<file path="src/rtl/hs3w_pkg.sv">
package hs3w_pkg;
  typedef enum logic [1:0] {SRC_DATA, SRC_READY, SRC_ATTN} miso_src_e;

  // selects what the return line carries from the two synchronized master lines
  function automatic miso_src_e pick_src(input logic sclk_hi, input logic mosi_hi);
    if (sclk_hi) return SRC_DATA;
    else if (mosi_hi) return SRC_READY;
    else return SRC_ATTN;
  endfunction

  function automatic logic ready_flag(input logic ready, input logic hold);
    return ready & ~hold;
  endfunction
endpackage

</file>
<file path="src/rtl/hs3w_sync.sv">
module hs3w_sync #(
  parameter int W      = 2,
  parameter int STAGES = 2
) (
  input  logic         clk,
  input  logic         rst_n,
  input  logic [W-1:0] d,
  output logic [W-1:0] q
);
  logic [W-1:0] stg [STAGES];

  for (genvar s = 0; s < STAGES; s++) begin : g_stage
    if (s == 0) begin : g_first
      always_ff @(posedge clk) begin
        if (!rst_n) stg[s] <= '0;
        else        stg[s] <= d;
      end
    end else begin : g_next
      always_ff @(posedge clk) begin
        if (!rst_n) stg[s] <= '0;
        else        stg[s] <= stg[s-1];
      end
    end
  end

  assign q = stg[STAGES-1];
endmodule

</file>
<file path="src/rtl/hs3w_edge.sv">
module hs3w_edge #(
  parameter int RST_EDGES = 2
) (
  input  logic clk,
  input  logic rst_n,
  input  logic sclk_s,
  input  logic mosi_s,
  output logic sclk_fall,
  output logic mosi_rise,
  output logic frame_rst
);
  localparam int CW = $clog2(RST_EDGES + 1);

  logic          sclk_d, mosi_d;
  logic [CW-1:0] rise_cnt;

  assign sclk_fall = sclk_d & ~sclk_s;
  assign mosi_rise = mosi_s & ~mosi_d;
  // fires once, on the rise that brings the count to the threshold
  assign frame_rst = ~sclk_s & mosi_rise & (rise_cnt == CW'(RST_EDGES - 1));

  always_ff @(posedge clk) begin
    if (!rst_n) begin
      sclk_d   <= 1'b0;
      mosi_d   <= 1'b0;
      rise_cnt <= '0;
    end else begin
      sclk_d <= sclk_s;
      mosi_d <= mosi_s;
      if (sclk_s)
        rise_cnt <= '0;
      else if (mosi_rise && rise_cnt != CW'(RST_EDGES))
        rise_cnt <= rise_cnt + 1'b1;
    end
  end
endmodule

</file>
<file path="src/rtl/hs3w_shift.sv">
module hs3w_shift #(
  parameter int BYTE_W = 8
) (
  input  logic                       clk,
  input  logic                       rst_n,
  input  logic                       sclk_fall,
  input  logic                       mosi_s,
  input  logic                       frame_rst,
  input  logic [BYTE_W-1:0]          tx_byte,
  input  logic                       tx_load,
  input  logic                       ack_in,
  output logic [BYTE_W-1:0]          rx_byte,
  output logic                       rx_strobe,
  output logic                       tx_bit,
  output logic                       hold,
  output logic [$clog2(BYTE_W)-1:0]  bit_cnt,
  output logic                       byte_done
);
  localparam int BW = $clog2(BYTE_W);
  localparam logic [BW-1:0] LAST = BW'(BYTE_W - 1);

  logic [BYTE_W-1:0] rx_sh, tx_sh, tx_hold, rx_next;

  function automatic logic [BYTE_W-1:0] shift_in(input logic [BYTE_W-1:0] v, input logic b);
    return {v[BYTE_W-2:0], b};
  endfunction

  assign rx_next   = shift_in(rx_sh, mosi_s);
  assign byte_done = sclk_fall & ~frame_rst & (bit_cnt == LAST);
  assign tx_bit    = tx_sh[BYTE_W-1];

  always_ff @(posedge clk) begin
    if (!rst_n) begin
      rx_sh     <= '0;
      tx_sh     <= '0;
      tx_hold   <= '0;
      rx_byte   <= '0;
      rx_strobe <= 1'b0;
      bit_cnt   <= '0;
      hold      <= 1'b0;
    end else begin
      rx_strobe <= 1'b0;
      if (tx_load) tx_hold <= tx_byte;
      if (frame_rst) begin
        bit_cnt <= '0;
        rx_sh   <= '0;
        tx_sh   <= tx_hold;
      end else if (sclk_fall) begin
        rx_sh <= rx_next;
        if (bit_cnt == LAST) begin
          bit_cnt   <= '0;
          rx_byte   <= rx_next;
          rx_strobe <= 1'b1;
          tx_sh     <= tx_hold;
        end else begin
          bit_cnt <= bit_cnt + 1'b1;
          tx_sh   <= tx_sh << 1;
        end
      end
      if (byte_done && rx_next[0]) hold <= 1'b1;
      else if (ack_in)             hold <= 1'b0;
    end
  end
endmodule

</file>
<file path="src/rtl/hs3w_slave.sv">
module hs3w_slave #(
  parameter int BYTE_W      = 8,
  parameter int SYNC_STAGES = 2,
  parameter int RST_EDGES   = 2
) (
  input  logic              clk,
  input  logic              rst_n,
  input  logic              sclk_in,
  input  logic              mosi_in,
  output logic              miso_out,
  output logic [BYTE_W-1:0] rx_byte,
  output logic              rx_strobe,
  input  logic [BYTE_W-1:0] tx_byte,
  input  logic              tx_load,
  input  logic              ready_in,
  input  logic              attn_in,
  input  logic              ack_in
);
  import hs3w_pkg::*;
  localparam int BW = $clog2(BYTE_W);

  logic          sclk_s, mosi_s;
  logic          sclk_fall, mosi_rise, frame_rst;
  logic          tx_bit, hold, byte_done;
  logic [BW-1:0] bit_cnt;

  hs3w_sync #(.W(2), .STAGES(SYNC_STAGES)) u_sync (
    .clk(clk), .rst_n(rst_n), .d({sclk_in, mosi_in}), .q({sclk_s, mosi_s})
  );

  hs3w_edge #(.RST_EDGES(RST_EDGES)) u_edge (
    .clk(clk), .rst_n(rst_n), .sclk_s(sclk_s), .mosi_s(mosi_s),
    .sclk_fall(sclk_fall), .mosi_rise(mosi_rise), .frame_rst(frame_rst)
  );

  hs3w_shift #(.BYTE_W(BYTE_W)) u_shift (
    .clk(clk), .rst_n(rst_n), .sclk_fall(sclk_fall), .mosi_s(mosi_s),
    .frame_rst(frame_rst), .tx_byte(tx_byte), .tx_load(tx_load),
    .ack_in(ack_in), .rx_byte(rx_byte), .rx_strobe(rx_strobe),
    .tx_bit(tx_bit), .hold(hold), .bit_cnt(bit_cnt), .byte_done(byte_done)
  );

  always_ff @(posedge clk) begin
    if (!rst_n) miso_out <= 1'b0;
    else begin
      unique case (pick_src(sclk_s, mosi_s))
        SRC_DATA:  miso_out <= tx_bit;
        SRC_READY: miso_out <= ready_flag(ready_in, hold);
        default:   miso_out <= attn_in;
      endcase
    end
  end
endmodule

</file>
<file path="config.mk">
export PLATFORM = sky130hd
export DESIGN_NAME = hs3w_slave
export DESIGN_NICKNAME = d
export VERILOG_FILES = /design/src/rtl/hs3w_pkg.sv /design/src/rtl/hs3w_sync.sv /design/src/rtl/hs3w_edge.sv /design/src/rtl/hs3w_shift.sv /design/src/rtl/hs3w_slave.sv
export SDC_FILE = /design/constraint.sdc
export NUM_CORES = 1
export LEC_CHECK = 0
export CAP_MARGIN = 20
export CORE_ASPECT_RATIO = 0.5
export CORE_MARGIN = 4
export CORE_UTILIZATION = 37
export DETAILED_ROUTE_END_ITERATION = 10
export GPL_TIMING_DRIVEN = 0
export PLACE_DENSITY = 0.68
export SYNTH_ARGS = -nofsm -noshare
export SYNTH_HDL_FRONTEND = slang
export SYNTH_SLANG_ARGS = --single-unit
</file>
<file path="constraint.sdc">
create_clock -name clk -period 1.6 [get_ports clk]
set_clock_uncertainty 0.15 [all_clocks]
set_input_delay 0.16 -clock clk [delete_from_list [all_inputs] [get_ports clk]]
set_output_delay 0.16 -clock clk [all_outputs]
set_load 0.1 [all_outputs]
</file>
==> impl_metrics.py <==
metrics = {
    "worst_setup_path": {
        "length_in_cells_of_the_worst_reg_to_reg_path": 6,
        "worst_ep_required_time_ns": 1.64,
        "critPathLaunchType": "flip-flop",
        "critical_path.reg2reg.startpoint": "u_shift.bit_cnt[0]",
        "critPathArrivalTime_ns": 1.63,
        "critPathKind": "flip-flop to flip-flop",
        "worstSetupEndpointType": "flip-flop",
        "cp_max_fo": 6,
        "rr_endpoint": "u_shift.tx_sh[7]",
        "r2r_setup_slack_ns": 0.01,
    },
    "drt": {
        "drt_pre_antenna_iters": 6,
        "drt.antenna.violating_nets": 0,
        "drt_iter0_markers": 74,
        "drcViolationCount": 0,
        "vias": 1578,
        "vias_per_cell": 5.03,
        "finalWirelength_mm": 4.38,
        "wl_per_cell_um": 13.9,
    },
    "placement": {
        "placed_cell_area_mm2": 0.00223,
        "placement.io_buffers": 23,
        "place.detailed.hpwl_mm": 2.67,
        "gpl.final_weighted_congestion": 0.770,
    },
    "synthesis": {
        "synth.distinct_cells": 30,
        "synth.yosys.seq_area_share_pct": 47.2,
        "yosysWarnings": 0,
        "yosysTopAreaCellShare_pct": 47.2,
        "synth.cell_area_mm2": 0.00191,
        "postSynthRegisterBits": 45,
        "synth.largest_area_cell": "dfxtp_1",
        "syn_inst": 201,
        "dominant_register_cell_in_the_synthesized_netlist": "dfxtp_1",
        "synth_async_sr_flop_share_pct": 0,
        "synth_enable_flop_cells": 0,
        "ys_top_cells_by_area": "dfxtp_1 (47%), mux2i_1 (4.7%), a21oi_1 (4.2%)",
        "avgSynthCellArea_um2": 9.51,
        "synth.net_count": 221,
    },
    "power_and_ir_drop": {
        "power_per_cell_area_mw_per_mm2": 795,
        "power.leakage_nw": 0.950,
        "power.total_mw": 2.05,
        "ir_drop_mv": 0.382,
    },
    "clock_tree": {
        "tritoncts.num_buffers": 5,
        "cts_tree": "built",
        "clkSlewWorstSetupHoldPaths_ns": 0.08,
        "ctsRootBufferMaster": "clkbuf_8",
        "clk_latency_ns": 0.30,
        "cts_htree_levels": 2,
        "numClockSinks": 45,
        "max-clock-path-buffers": 2,
    },
    "run": {
        "maxCapViolCount": 0,
    },
    "sta": {
        "grt_setup_unrepaired": "yes",
        "worstMarginPinSlew_ns": 0.598,
        "timing_max_transition_violations_final": 0,
        "max-slew-margin-rel_pct": 60.1,
        "final-setup-viol-count": 0,
        "final-hold-violation-count": 0,
        "final.period_utilization_pct": 99.3,
        "final.hold.worst_slack_ns": 0.200,
        "fin_setup_tns_ns": 0,
        "fmax_ghz": 0.630,
        "final_period_minus_worst_setup_slack_ns": 1.59,
    },
    "finish": {
        "final.fill_count": 468,
        "finalNetCount": 263,
        "layout-drive-gt1-share_pct": 23.4,
        "area.growth.synth_to_final_pct": 34.6,
        "diodes": 0,
        "finish.instance_area_mm2": 0.00257,
    },
    "floorplan": {
        "initial_core_util_pct": 38.6,
        "floorplan.core_area_mm2": 0.00495,
        "io-pin-count": 26,
        "die_outline_area_mm2": 0.00645,
        "rows": 18,
        "chipHeight_um": 58.8,
        "dieWidth_um": 110,
    },
    "grt": {
        "largest_net_degree_at_the_start_of_global_routing": 17,
        "total_routing_resource_utilization_after_global_routing_pct": 13.6,
        "use_met3_pct": 3.61,
        "globalRouteOverflowTotal": 0,
        "first_global_vias": 1485,
        "met1_routing_resource_usage_after_global_routing_pct": 17.6,
        "grt_first_pass_wirelength_mm": 6.79,
        "grt_antenna_before_repair": 0,
        "use_met2_pct": 21.8,
        "grt-busiest-layer": "met2",
    },
    "worst_hold_path": {
        "min_delay_worst_endpoint": "u_shift.rx_byte[0]",
        "timing.hold.worst.class": "input port to flip-flop",
        "min_from": "rst_n",
        "hold-path-cell-count": 2,
    },
    "run_status": {
        "run_status": "finished clean",
    },
}
==> cells in the mapped netlist, types with 3 or more instances <==
| cell type | instances |
|---|---|
| and2_1 | 6 |
| nor2b_1 | 10 |
| a21oi_1 | 16 |
| o21a_1 | 7 |
| nand3b_1 | 3 |
| dfxtp_1 | 45 |
| o311a_1 | 8 |
| o21ai_1 | 9 |
| nand3_1 | 8 |
| and3b_1 | 3 |
| a21boi_1 | 10 |
| buf_2 | 4 |
| clkbuf_1 | 6 |
| nor2_1 | 4 |
| ha_1 | 4 |
| mux2i_1 | 9 |
| or3_1 | 7 |
| nand2_1 | 18 |
| nand2b_1 | 10 |
==> sequential cells by signal, indices dropped and copies added, names as in the netlist <==
signal	cells
miso_out	1
u_edge.mosi_d	1
u_edge.rise_cnt	2
u_edge.sclk_d	1
u_shift.bit_cnt	3
u_shift.hold	1
u_shift.rx_byte	8
u_shift.rx_sh	7
u_shift.rx_strobe	1
u_shift.tx_hold	8
u_shift.tx_sh	8
u_sync.stg	4
==> power by group <==
part           switching [mW]  internal [mW]
combinational          0.0880         0.0961
clock                   0.383          0.309
sequential             0.0187           1.15
==> worst max-delay path, stage by stage (launching register included) <==
cell and delay [ns]:
dfxtp_2 0.36, ha_4 0.14, ha_4 0.18, clkbuf_16 0.16
nand2b_4 0.12, a21oi_2 0.05, o311a_1 0.32
==> kinds of logic (layout without fill, tap and decap cells) <==
family | count (synthesis) | count (layout) | share of synthesized area [%]
buffers and inverters | 17 | 58 | 4.78
adders and majority gates | 4 | 4 | 2.62
AOI/OAI and AO/OA | 52 | 53 | 18.3
xor gates and xnor gates | 1 | 1 | 0.458
DFF | 45 | 45 | 47.2
muxes | 9 | 9 | 4.72
and+or+nand+nor | 73 | 74 | 22.0
==> layout make-up <==
| class | count | area [µm²] | area share [%] |
|---|---|---|---|
| tap | 70 | 87.6 | 3.40 |
| clock buffer | 7 | 76.3 | 2.97 |
| inverter | 2 | 7.51 | 0.292 |
| multi-input combinational | 141 | 1020 | 39.7 |
| clock inverter | 1 | 7.51 | 0.292 |
| timing repair buffer | 34 | 368 | 14.3 |
| buffer | 14 | 97.6 | 3.79 |
| sequential | 45 | 907 | 35.3 |
==> layer usage <==
metal,routed length [µm],vias to the layer above
met3,200,9
met1,2040,738
met5,0,-
li1,-,788
met2,2050,43
met4,93,0
==> stage by stage <==
stage / instances / setup slack (ns) / utilization, %
floorplan: 201 / 0.00222 / -
global placement: 294 / -0.243 / 45.1
detailed placement: 294 / -0.276 / 45.1
CTS: 308 / 0.00361 / 49.0
global route: 314 / -0.0617 / 51.9
finish: 314 / 0.0118 / 51.9
==> how the worst max path moves through the flow <==
stage | end | from | cells past startpoint | slack [ns]
final | u_shift.tx_sh[7] | u_shift.bit_cnt[0] | 6 | 0.01
after global routing | u_shift.rx_byte[1] | u_edge.rise_cnt[1] | 8 | -0.06
after CTS | u_shift.tx_sh[6] | u_edge.rise_cnt[1] | 7 | 0.004
after detailed placement | u_shift.rx_byte[3] | u_shift.bit_cnt[0] | 6 | -0.28
after global placement | u_shift.rx_byte[3] | u_shift.bit_cnt[0] | 6 | -0.24
after floorplan | u_shift.tx_sh[7] | u_edge.rise_cnt[1] | 6 | 0.002
==> layout by cell type (no fill, tap or decap), drive strengths merged, types with 10 or more instances in the layout <==
cell / n
buf: 17
nand2b: 10
a21boi: 10
nand2: 18
nor2b: 10
clkbuf: 15
clkdlybuf4s50: 13
o21ai: 11
clkdlybuf4s15: 10
dfxtp: 45
a21oi: 16
==> what timing repair did <==
action | 4_1_cts | 5_1_grt
hold buffers | 0 | 0
cloned | 1 | 2
gates resized for setup | 41 | 18
pin swaps | 2 | 5
setup buffers | 6 | 4
endpoints found under the setup margin | 38 | 26
Note: power is estimated with default switching activity, not from simulation.
